### src/rtl/fcr_pkg.sv
package fcr_pkg;

    localparam int ADDR_W = 4;
    localparam int DATA_W = 8;
    localparam int MODE_COPY_W = 5;

    localparam int L_CA0   = 0;
    localparam int L_CA1   = 1;
    localparam int L_CA2   = 2;
    localparam int L_LSTRB = 3;
    localparam int L_EN    = 4;
    localparam int L_DSEL  = 5;
    localparam int L_Q6    = 6;
    localparam int L_Q7    = 7;

    typedef enum logic [1:0] {
        RSEL_DATA   = 2'b00,
        RSEL_STATUS = 2'b01,
        RSEL_HSHK   = 2'b10,
        RSEL_BLANK  = 2'b11
    } rsel_e;

    typedef enum logic [1:0] {
        CMD_DIR   = 2'd0,
        CMD_STEP  = 2'd1,
        CMD_MOTOR = 2'd2,
        CMD_EJECT = 2'd3
    } cmd_e;

    typedef struct packed {
        logic disk_in;
        logic wprot;
        logic motor_run;
        logic track0;
        logic tach;
        logic one_side;
        logic present;
    } drv_cond_t;

endpackage

### src/rtl/fcr_latch_file.sv
module fcr_latch_file #(
    parameter int ADDR_W = 4
) (
    input  logic                         clk,
    input  logic                         rst,
    input  logic                         acc_valid,
    input  logic [ADDR_W-1:0]            acc_addr,
    output logic [(1 << (ADDR_W-1))-1:0] latch_q,
    output logic [(1 << (ADDR_W-1))-1:0] latch_nx
);
    localparam int IDX_W     = ADDR_W - 1;
    localparam int NUM_LATCH = 1 << IDX_W;

    // One flag per latch: the access targets it this cycle.
    for (genvar i = 0; i < NUM_LATCH; i++) begin : g_lat
        logic hit;
        assign hit         = acc_valid && (acc_addr[ADDR_W-1:1] == IDX_W'(i));
        assign latch_nx[i] = hit ? acc_addr[0] : latch_q[i];

        always_ff @(posedge clk) begin
            if (rst) latch_q[i] <= 1'b0;
            else     latch_q[i] <= latch_nx[i];
        end
    end

endmodule

### src/rtl/fcr_sense_mux.sv
module fcr_sense_mux
    import fcr_pkg::*;
(
    input  logic [3:0] code,   // {CA2,CA1,CA0,SEL}
    input  drv_cond_t  cond,
    output logic       sense
);
    always_comb begin
        unique case (code)
            4'b0001: sense = ~cond.disk_in;
            4'b0011: sense =  cond.wprot;
            4'b0100: sense = ~cond.motor_run;
            4'b0101: sense = ~cond.track0;
            4'b0111: sense = ~cond.tach;
            4'b1100: sense =  cond.one_side;
            4'b1110,
            4'b1111: sense = ~cond.present;
            default: sense = 1'b0;
        endcase
    end

endmodule

### src/rtl/fcr_strobe_cmd.sv
module fcr_strobe_cmd
    import fcr_pkg::*;
(
    input  logic       clk,
    input  logic       rst,
    input  logic       lstrb_q,   // latch before the access
    input  logic       lstrb_nx,  // latch after the access
    input  logic       ca0_nx,
    input  logic       ca1_nx,
    input  logic       ca2_nx,
    input  logic       sel_in,
    output logic       cmd_stb,
    output logic [1:0] cmd_code,
    output logic       step_dir
);
    logic fall;
    logic known;
    cmd_e cmd_nx;

    assign fall = lstrb_q && !lstrb_nx;

    always_comb begin
        known  = 1'b1;
        cmd_nx = CMD_DIR;
        unique case ({ca1_nx, ca0_nx, sel_in})
            3'b000:  cmd_nx = CMD_DIR;
            3'b010:  cmd_nx = CMD_STEP;
            3'b100:  cmd_nx = CMD_MOTOR;
            3'b110:  cmd_nx = CMD_EJECT;
            default: known  = 1'b0;
        endcase
    end

    always_ff @(posedge clk) begin
        if (rst) begin
            cmd_stb  <= 1'b0;
            cmd_code <= 2'd0;
            step_dir <= 1'b0;
        end else begin
            cmd_stb <= fall && known;
            if (fall && known) begin
                cmd_code <= cmd_nx;
                if (cmd_nx == CMD_DIR) step_dir <= ca2_nx;
            end
        end
    end

endmodule

### src/rtl/flopctl_regs.sv
module flopctl_regs
    import fcr_pkg::*;
(
    input  logic        clk,
    input  logic        rst,
    input  logic        acc_valid,
    input  logic        acc_write,
    input  logic [3:0]  acc_addr,
    input  logic [7:0]  wdata,
    input  logic        sel_in,
    input  logic        motor_on_in,
    input  logic        dreg_load,
    input  logic [7:0]  dreg_in,
    input  logic        cond_disk_in,
    input  logic        cond_wprot,
    input  logic        cond_motor_run,
    input  logic        cond_track0,
    input  logic        cond_tach,
    input  logic        cond_one_side,
    input  logic        cond_present,
    output logic [7:0]  rdata,
    output logic        rdata_valid,
    output logic [7:0]  mode_out,
    output logic        wr_data_stb,
    output logic [7:0]  wr_data_out,
    output logic        enable_out,
    output logic        drvsel_out,
    output logic        cmd_stb,
    output logic [1:0]  cmd_code,
    output logic        step_dir
);
    localparam int NUM_LATCH = 1 << (ADDR_W - 1);

    logic [NUM_LATCH-1:0] latch_q;
    logic [NUM_LATCH-1:0] latch_nx;
    rsel_e                rsel;
    drv_cond_t            cond;
    logic                 sense;
    logic [DATA_W-1:0]    status;
    logic [DATA_W-1:0]    read_val;
    logic [DATA_W-1:0]    dreg_q;
    logic [DATA_W-1:0]    mode_q;
    logic                 rd_acc;
    logic                 wr_acc;
    logic                 data_read;

    // State register: the eight soft-switch latches.
    fcr_latch_file #(.ADDR_W(ADDR_W)) u_latch (
        .clk       (clk),
        .rst       (rst),
        .acc_valid (acc_valid),
        .acc_addr  (acc_addr),
        .latch_q   (latch_q),
        .latch_nx  (latch_nx)
    );

    // Read-select state after this access.
    always_comb begin
        unique case ({latch_nx[L_Q7], latch_nx[L_Q6]})
            2'b00: rsel = RSEL_DATA;
            2'b01: rsel = RSEL_STATUS;
            2'b10: rsel = RSEL_HSHK;
            2'b11: rsel = RSEL_BLANK;
        endcase
    end

    assign cond = '{disk_in:   cond_disk_in,
                    wprot:     cond_wprot,
                    motor_run: cond_motor_run,
                    track0:    cond_track0,
                    tach:      cond_tach,
                    one_side:  cond_one_side,
                    present:   cond_present};

    fcr_sense_mux u_sense (
        .code  ({latch_nx[L_CA2], latch_nx[L_CA1], latch_nx[L_CA0], sel_in}),
        .cond  (cond),
        .sense (sense)
    );

    fcr_strobe_cmd u_cmd (
        .clk      (clk),
        .rst      (rst),
        .lstrb_q  (latch_q[L_LSTRB] & acc_valid),
        .lstrb_nx (latch_nx[L_LSTRB]),
        .ca0_nx   (latch_nx[L_CA0]),
        .ca1_nx   (latch_nx[L_CA1]),
        .ca2_nx   (latch_nx[L_CA2]),
        .sel_in   (sel_in),
        .cmd_stb  (cmd_stb),
        .cmd_code (cmd_code),
        .step_dir (step_dir)
    );

    assign status = {sense, 1'b0, motor_on_in, mode_q[MODE_COPY_W-1:0]};

    always_comb begin
        read_val = '1;
        if (!acc_addr[0]) begin
            unique case (rsel)
                RSEL_DATA:   read_val = dreg_q;
                RSEL_STATUS: read_val = status;
                RSEL_HSHK:   read_val = '1;
                RSEL_BLANK:  read_val = '1;
            endcase
        end
    end

    assign rd_acc    = acc_valid && !acc_write;
    assign wr_acc    = acc_valid &&  acc_write;
    assign data_read = rd_acc && !acc_addr[0] && (rsel == RSEL_DATA);

    // Output and register process.
    always_ff @(posedge clk) begin
        if (rst) begin
            rdata       <= '0;
            rdata_valid <= 1'b0;
            mode_q      <= '0;
            dreg_q      <= '0;
            wr_data_stb <= 1'b0;
            wr_data_out <= '0;
        end else begin
            rdata_valid <= rd_acc;
            if (rd_acc) rdata <= read_val;

            if (dreg_load)                    dreg_q <= dreg_in;
            else if (data_read && dreg_q[7])  dreg_q <= '0;

            wr_data_stb <= 1'b0;
            if (wr_acc && rsel == RSEL_BLANK) begin
                if (latch_nx[L_EN]) begin
                    wr_data_stb <= 1'b1;
                    wr_data_out <= wdata;
                end else begin
                    mode_q <= wdata;
                end
            end
        end
    end

    assign mode_out   = mode_q;
    assign enable_out = latch_q[L_EN];
    assign drvsel_out = latch_q[L_DSEL];

endmodule

### config.mk
export PLATFORM = sky130hd
export DESIGN_NAME = flopctl_regs
export DESIGN_NICKNAME = d
export VERILOG_FILES = /design/src/rtl/fcr_pkg.sv /design/src/rtl/fcr_latch_file.sv /design/src/rtl/fcr_sense_mux.sv /design/src/rtl/fcr_strobe_cmd.sv /design/src/rtl/flopctl_regs.sv
export SDC_FILE = /design/constraint.sdc
export NUM_CORES = 1
export LEC_CHECK = 0
export ABC_AREA = 1
export BUFFER_PORTS_ARGS = -buffer_cell sky130_fd_sc_hd__buf_2
export CORE_MARGIN = 2
export CORE_UTILIZATION = 30
export DETAILED_ROUTE_END_ITERATION = 10
export PLACE_DENSITY_LB_ADDON = 0.05
export SYNTH_ARGS = -nofsm -noshare
export SYNTH_HDL_FRONTEND = slang
export SYNTH_SLANG_ARGS = --single-unit
### constraint.sdc
create_clock -name clk -period 3.8 [get_ports clk]
set_clock_uncertainty 0.05 [all_clocks]
set_input_delay 0.38 -clock clk [delete_from_list [all_inputs] [get_ports clk]]
set_output_delay 0.38 -clock clk [all_outputs]
set_load 0.01 [all_outputs]
Word-level counts from Yosys, hierarchy flattened --
Cells that the tools add are included.
Cells by class: magnitude comparators 0, multipliers 0, eq/ne operators 24, div/mod/pow operators 0, reductions and logical operators 32, bitwise operators 8, shifts and indexed selects 0, $add $sub $neg 0, muxes and demuxes 16
Operator list (number):
- 8-bit 2-to-1 mux | 3
- 8-bit one-hot mux with 3 select lines | 1
- 3-bit equality test, second input constant | 6
- 1-bit logical AND | 16
- 4-bit by 3-bit equality test with 1-bit output, second input constant | 3
- 4-bit equality test, second input constant | 3
- 3-bit by 2-bit equality test with 1-bit output, second input constant | 3
- 1-bit 2-to-1 mux | 9
- 2-bit equality test, second input constant | 4
- 2-bit one-hot mux with 4 select lines | 1
- 1-bit NOT | 7
- 1-bit one-hot mux with 7 select lines | 1
- 2-bit logical NOT | 3
- 3-bit logical NOT | 2
- 2-bit one-hot mux with 3 select lines | 1
- 2-bit AND reduction | 3
- 2-bit OR reduction | 3
- 2-bit by 1-bit equality test with 1-bit output, second input constant | 2
- 4-bit by 1-bit equality test with 1-bit output, second input constant | 1
- 4-bit by 2-bit equality test with 1-bit output, second input constant | 1
- 4-bit OR reduction | 1
- 3-bit by 1-bit equality test with 1-bit output, second input constant | 1
- 1-bit logical NOT | 3
- 2-bit nonzero test | 1
- 1-bit bitwise AND | 1
Storage, ports and cells: bits in read-only memories 0, output and inout bits 32, latch bits 0, register bits after elaboration 46, word-level logic and storage cells 97, memories 0, RAM bits 0, input port bits 34

Longest topological paths before layout --
depth in word-level cells 10, mapped depth 12, depth with buffers taken out 12

By module --
A second synthesis with hierarchy kept.
Unflattened totals: cell total of the unflattened synthesis 280, area, all modules 2048.2 sq um
By module, submodules not included:
- flopctl_regs | seq. area each 680.7 sq um, times used 1, cells each 157, area each 1323.8 sq um
- fcr_latch_file | seq. area each 160.2 sq um, times used 1, cells each 75, area each 437.9 sq um
- fcr_strobe_cmd | seq. area each 80.1 sq um, times used 1, cells each 26, area each 192.7 sq um
- fcr_sense_mux | seq. area each 0.0 sq um, times used 1, cells each 22, area each 93.8 sq um

Least setup slack after synthesis --
Ideal clock, no wire load.
path type input-to-reg, from input port acc_addr[2], to register wr_data_out[6], path buffers 1, slack 2284 ps, stages 9, library setup time 66 ps, required time 3684 ps, arrival time 1400 ps, cell sequence nor2_1 > nand2_1 > nand2_1 > o21a_1 > inv_2 > nor2_4 > buf_6 > o21ai_1 > a21oi_2
On the way: cells in the longest elaborated chain, start to end 8, elaborated cells between the ends (all ways) 17, those cells by class 7 x eq/ne; 4 x mux; 6 x reduce/logical
Ends and longest elaborated chain:
- start: declaration | RTL line flopctl_regs.sv:8 | input logic [3:0] acc_addr,
- 3-bit equality test | RTL line fcr_latch_file.sv:17 | assign hit = acc_valid && (acc_addr[ADDR_W-1:1] == IDX_W'(i));
- 1-bit logical AND | RTL line fcr_latch_file.sv:17
- 1-bit 2-to-1 mux | RTL line fcr_latch_file.sv:18 | assign latch_nx[i] = hit ? acc_addr[0] : latch_q[i];
- 2-bit equality test, or another cell as far along | RTL line flopctl_regs.sv:59 | unique case ({latch_nx[L_Q7], latch_nx[L_Q6]})
- 2-bit one-hot mux with 4 select lines | RTL line flopctl_regs.sv:59
- 2-bit equality test | RTL line flopctl_regs.sv:130 | if (wr_acc && rsel == RSEL_BLANK) begin
- 1-bit logical AND | RTL line flopctl_regs.sv:130
- 2-bit AND reduction (no line) *
- end signal: assignment | RTL line flopctl_regs.sv:133 | wr_data_out <= wdata;
- end: declaration | RTL line flopctl_regs.sv:25 | output logic [7:0] wr_data_out,
Mark *: on every way between the ends. The rest lies on a longest branch, timed or not. A chain may end at the register's enable or synchronous reset.

Worst setup path in the final report --
from input port acc_addr[2], to register wr_data_out[1]
The elaborated chain is that of the path after synthesis.

==> reports/qor.txt <==
=================================================================================================
Status                                                                               complete, no violations
Initial core utilization                                                                    31.0%
Via Count                                                                                   1,853
Boundary Pins                                                                                  66
Floorplan die area                                                                    0.00718 mm²
Final WS setup                                                                            2150 ps
Fraction of layout instances using a drive strength above 1                                 29.7%
Longest individual stage delay on the worst path                                           310 ps
Number of clock sinks                                                                          46
Fmax                                                                                      608 MHz
Number of nets with antenna violations after detailed routing                                   0
Number of distinct library cell variants in the gate-level netlist after synthesis             28
Number of buffers created by CTS                                                                5
Critical path capture point type                                                         register
Worst rel slew slack                                                                        56.4%
Clock latency on the worst-skew pair                                                       290 ps
Postcts setup bufs                                                                              0
Leak pwr                                                                                  1.15 nW
Count of TritonRoute iterations in the first routing pass                                       4
Cell with the biggest individual delay on the critical path                                nor2_4
Dominant cell type by count on the critical path                                          nand2_1
Post-synthesis cell area                                                              0.00196 mm²
Number of inserted filler cells in the final layout                                           716
Count of endpoints failing hold in the final timing report                                      0
Hold buffer count at cts                                                                        0
Worst Path Arrival                                                                        1830 ps
Shortest clock period the worst path allows after layout                                  1650 ps
Pin count of the biggest net entering global routing                                           25
Average cell area after synthesis                                                        7.82 µm²
Post-route clock period utilization                                                         43.3%
DRC violation count after routing                                                               0
Worst min-delay path category                                                        input pin to register
Worst IR drop on VDD                                                                     0.225 mV
Number of H-tree branching levels                                                               2
# Max-Cap Violations                                                                            0
Final HPWL from detailed placement                                                        3.88 mm
Overall die height                                                                        84.7 µm
Post-detailed-route via-to-cell ratio                                                        4.72
Total nets after synthesis                                                                    284
All-Layer GR Usage                                                                          14.7%
Hold WS                                                                                    276 ps
Sum Neg Setup Slack                                                                          0 ps
Syn. warnings                                                                                   0
Post-synthesis to final-layout area growth                                                  24.9%
Number of global-route vias before repair                                                   1,723
Post-Place Setup Slack                                                                    1820 ps
Slew Viols, Final                                                                               0
Endpoints failing setup                                                                         0
Measured slew at the worst slew-check pin                                                  653 ps
Num rows                                                                                       29
First-pass GRT wire length                                                                8.40 mm
Post-detailed-route wirelength per cell                                                   13.4 µm
Crit-path cells                                                                      buf_2 > nor2_1 > nand2_1 > nand2_1 > o21a_1 > inv_2 > nor2_4 > o21ai_0 > a21oi_1
Total number of nets in the final design                                                      349
RSZ-0062 raised after global routing                                                           no
Root buffer selected by CTS                                                              clkbuf_8
Clock transition at the registers of the reported paths                                     80 ps
P per Cell Area                                                                        396 mW/mm²
Final design instance area without fill                                               0.00244 mm²
Number of cells in the finished layout apart from fillers                                     393
Power after layout                                                                       0.966 mW
Instance count of the mapped netlist                                                          250
Antenna violations before repair                                                                0
Post_cts resized                                                                                0
TritonCTS clock tree                                                                         done
Routed wire length                                                                        5.26 mm
Worst Path Required                                                                       3980 ps
Placed cells                                                                                  385
Total congestion overflow                                                                       0
Placement-stage cell area                                                             0.00234 mm²
Number of flip-flops and latches in the synthesized netlist                                    46
Critical Path Start Type                                                                input pin
Number of DRC violations after detailed-routing iteration 0                                   100
Critical Setup Path Class                                                            input pin to register
Number of inserted diodes                                                                       0
Max Buffers Root-to-Sink                                                                        2
Finished Core Util                                                                          38.7%
I/O Buffers                                                                                    65
Sequential element share of the synthesized area                                            47.1%
Core area                                                                             0.00631 mm²
Maximum fanout count along the critical path                                                   16
Die outline width                                                                         84.7 µm
Routability congestion estimate                                                             0.782
=================================================================================================
[cell type report]
class	instances	area, µm²	share of cell area, %
multi-input cells	165	873	35.8
inverters	32	120	4.92
flip-flops and latches	46	921	37.7
well taps	77	96.3	3.94
repair buffers	65	325	13.3
clock inverters	1	30.0	1.23
clock buffers	7	76.3	3.13
[where the power goes]
| part | total, mW | internal (mW) | switching [mW] |
|---|---|---|---|
| Combinational | 0.102 | 0.0374 | 0.0641 |
| Clock | 0.363 | 0.197 | 0.166 |
| Sequential | 0.502 | 0.495 | 0.00671 |
[logic make-up after synthesis]
group | after synthesis | share of synthesized area, %
and+or+nand+nor | 91 | 22.6
buffers and inverters | 39 | 8.25
DFF | 46 | 47.1
AOI/OAI and AO/OA | 74 | 22.1
[synth_stat cells]
master | n | area (µm²)
a31oi_1 | 1 | 6.26
o21ai_4 | 1 | 16.3
o21a_1 | 1 | 7.51
nand3_2 | 1 | 10.0
dfxtp_1 | 46 | 921
inv_1 | 28 | 105
nand2_2 | 2 | 12.5
a21oi_1 | 29 | 145
a211oi_1 | 2 | 15.0
o21ai_2 | 3 | 26.3
o21ai_0 | 21 | 105
nand4_1 | 3 | 18.8
clkbuf_1 | 5 | 18.8
a311oi_1 | 1 | 8.76
nand4_4 | 1 | 21.3
nor3_1 | 1 | 5.00
nor3_2 | 1 | 10.0
nand3_1 | 20 | 100
o21ai_1 | 4 | 20.0
a21oi_2 | 5 | 43.8
nor2_1 | 21 | 78.8
nor2_2 | 2 | 12.5
nor2_4 | 3 | 33.8
nand2_1 | 35 | 131
o22ai_1 | 6 | 37.5
inv_2 | 4 | 15.0
buf_6 | 2 | 22.5
nand3b_1 | 1 | 7.51
[layout by cell type (no fill, tap or decap), types with 2 or more instances in the layout]
cell type   n
nor2_1     21
o21ai_0    21
inv_1      28
o22ai_1     6
clkbuf_1    2
a211oi_1    2
a21oi_2     5
nand2_2     2
nor2_2      2
nand2_1    35
o21ai_2     3
nand4_1     3
a21oi_1    29
o21ai_1     4
inv_2       4
buf_2      65
nor2_4      3
nand3_1    20
clkbuf_8    5
dfxtp_1    46
[metal layers]
metal / part of all wire, % / up-vias / GRT usage [%] / routed length [µm]
met2: 46 / 46 / 23.2 / 2410
met3: 6.0 / 7 / 3.93 / 314
li1: - / 963 / - / -
met4: 1.2 / 0 / 4.76 / 63
met1: 47 / 837 / 19.7 / 2470
met5: 0 / - / 0 / 0
[flip-flops by register name (all words and copies together), names as in the netlist]
register / cells
dreg_q: 8
mode_out: 8
rdata: 8
u_latch.latch_q: 8
wr_data_out: 8
u_cmd.cmd_code: 2
rdata_valid: 1
u_cmd.cmd_stb: 1
u_cmd.step_dir: 1
wr_data_stb: 1
[critical path, delay by kind of cell]
family | cells | cell delay (ps)
simple gates | 4 | 790
compound gates | 3 | 460
buf+inv | 2 | 200
[worst paths after layout]
kind,cells after the start,slack (ps),endpoint,from
max,9,2150,wr_data_out[1],acc_addr[2]
min,3,280,dreg_q[4],dreg_in[4]
max reg2reg,6,2290,mode_out[1],u_latch.latch_q[7]
min reg2reg,2,420,u_cmd.cmd_code[0],u_cmd.cmd_code[0]
No activity file was read; power rests on OpenSTA's default activity.
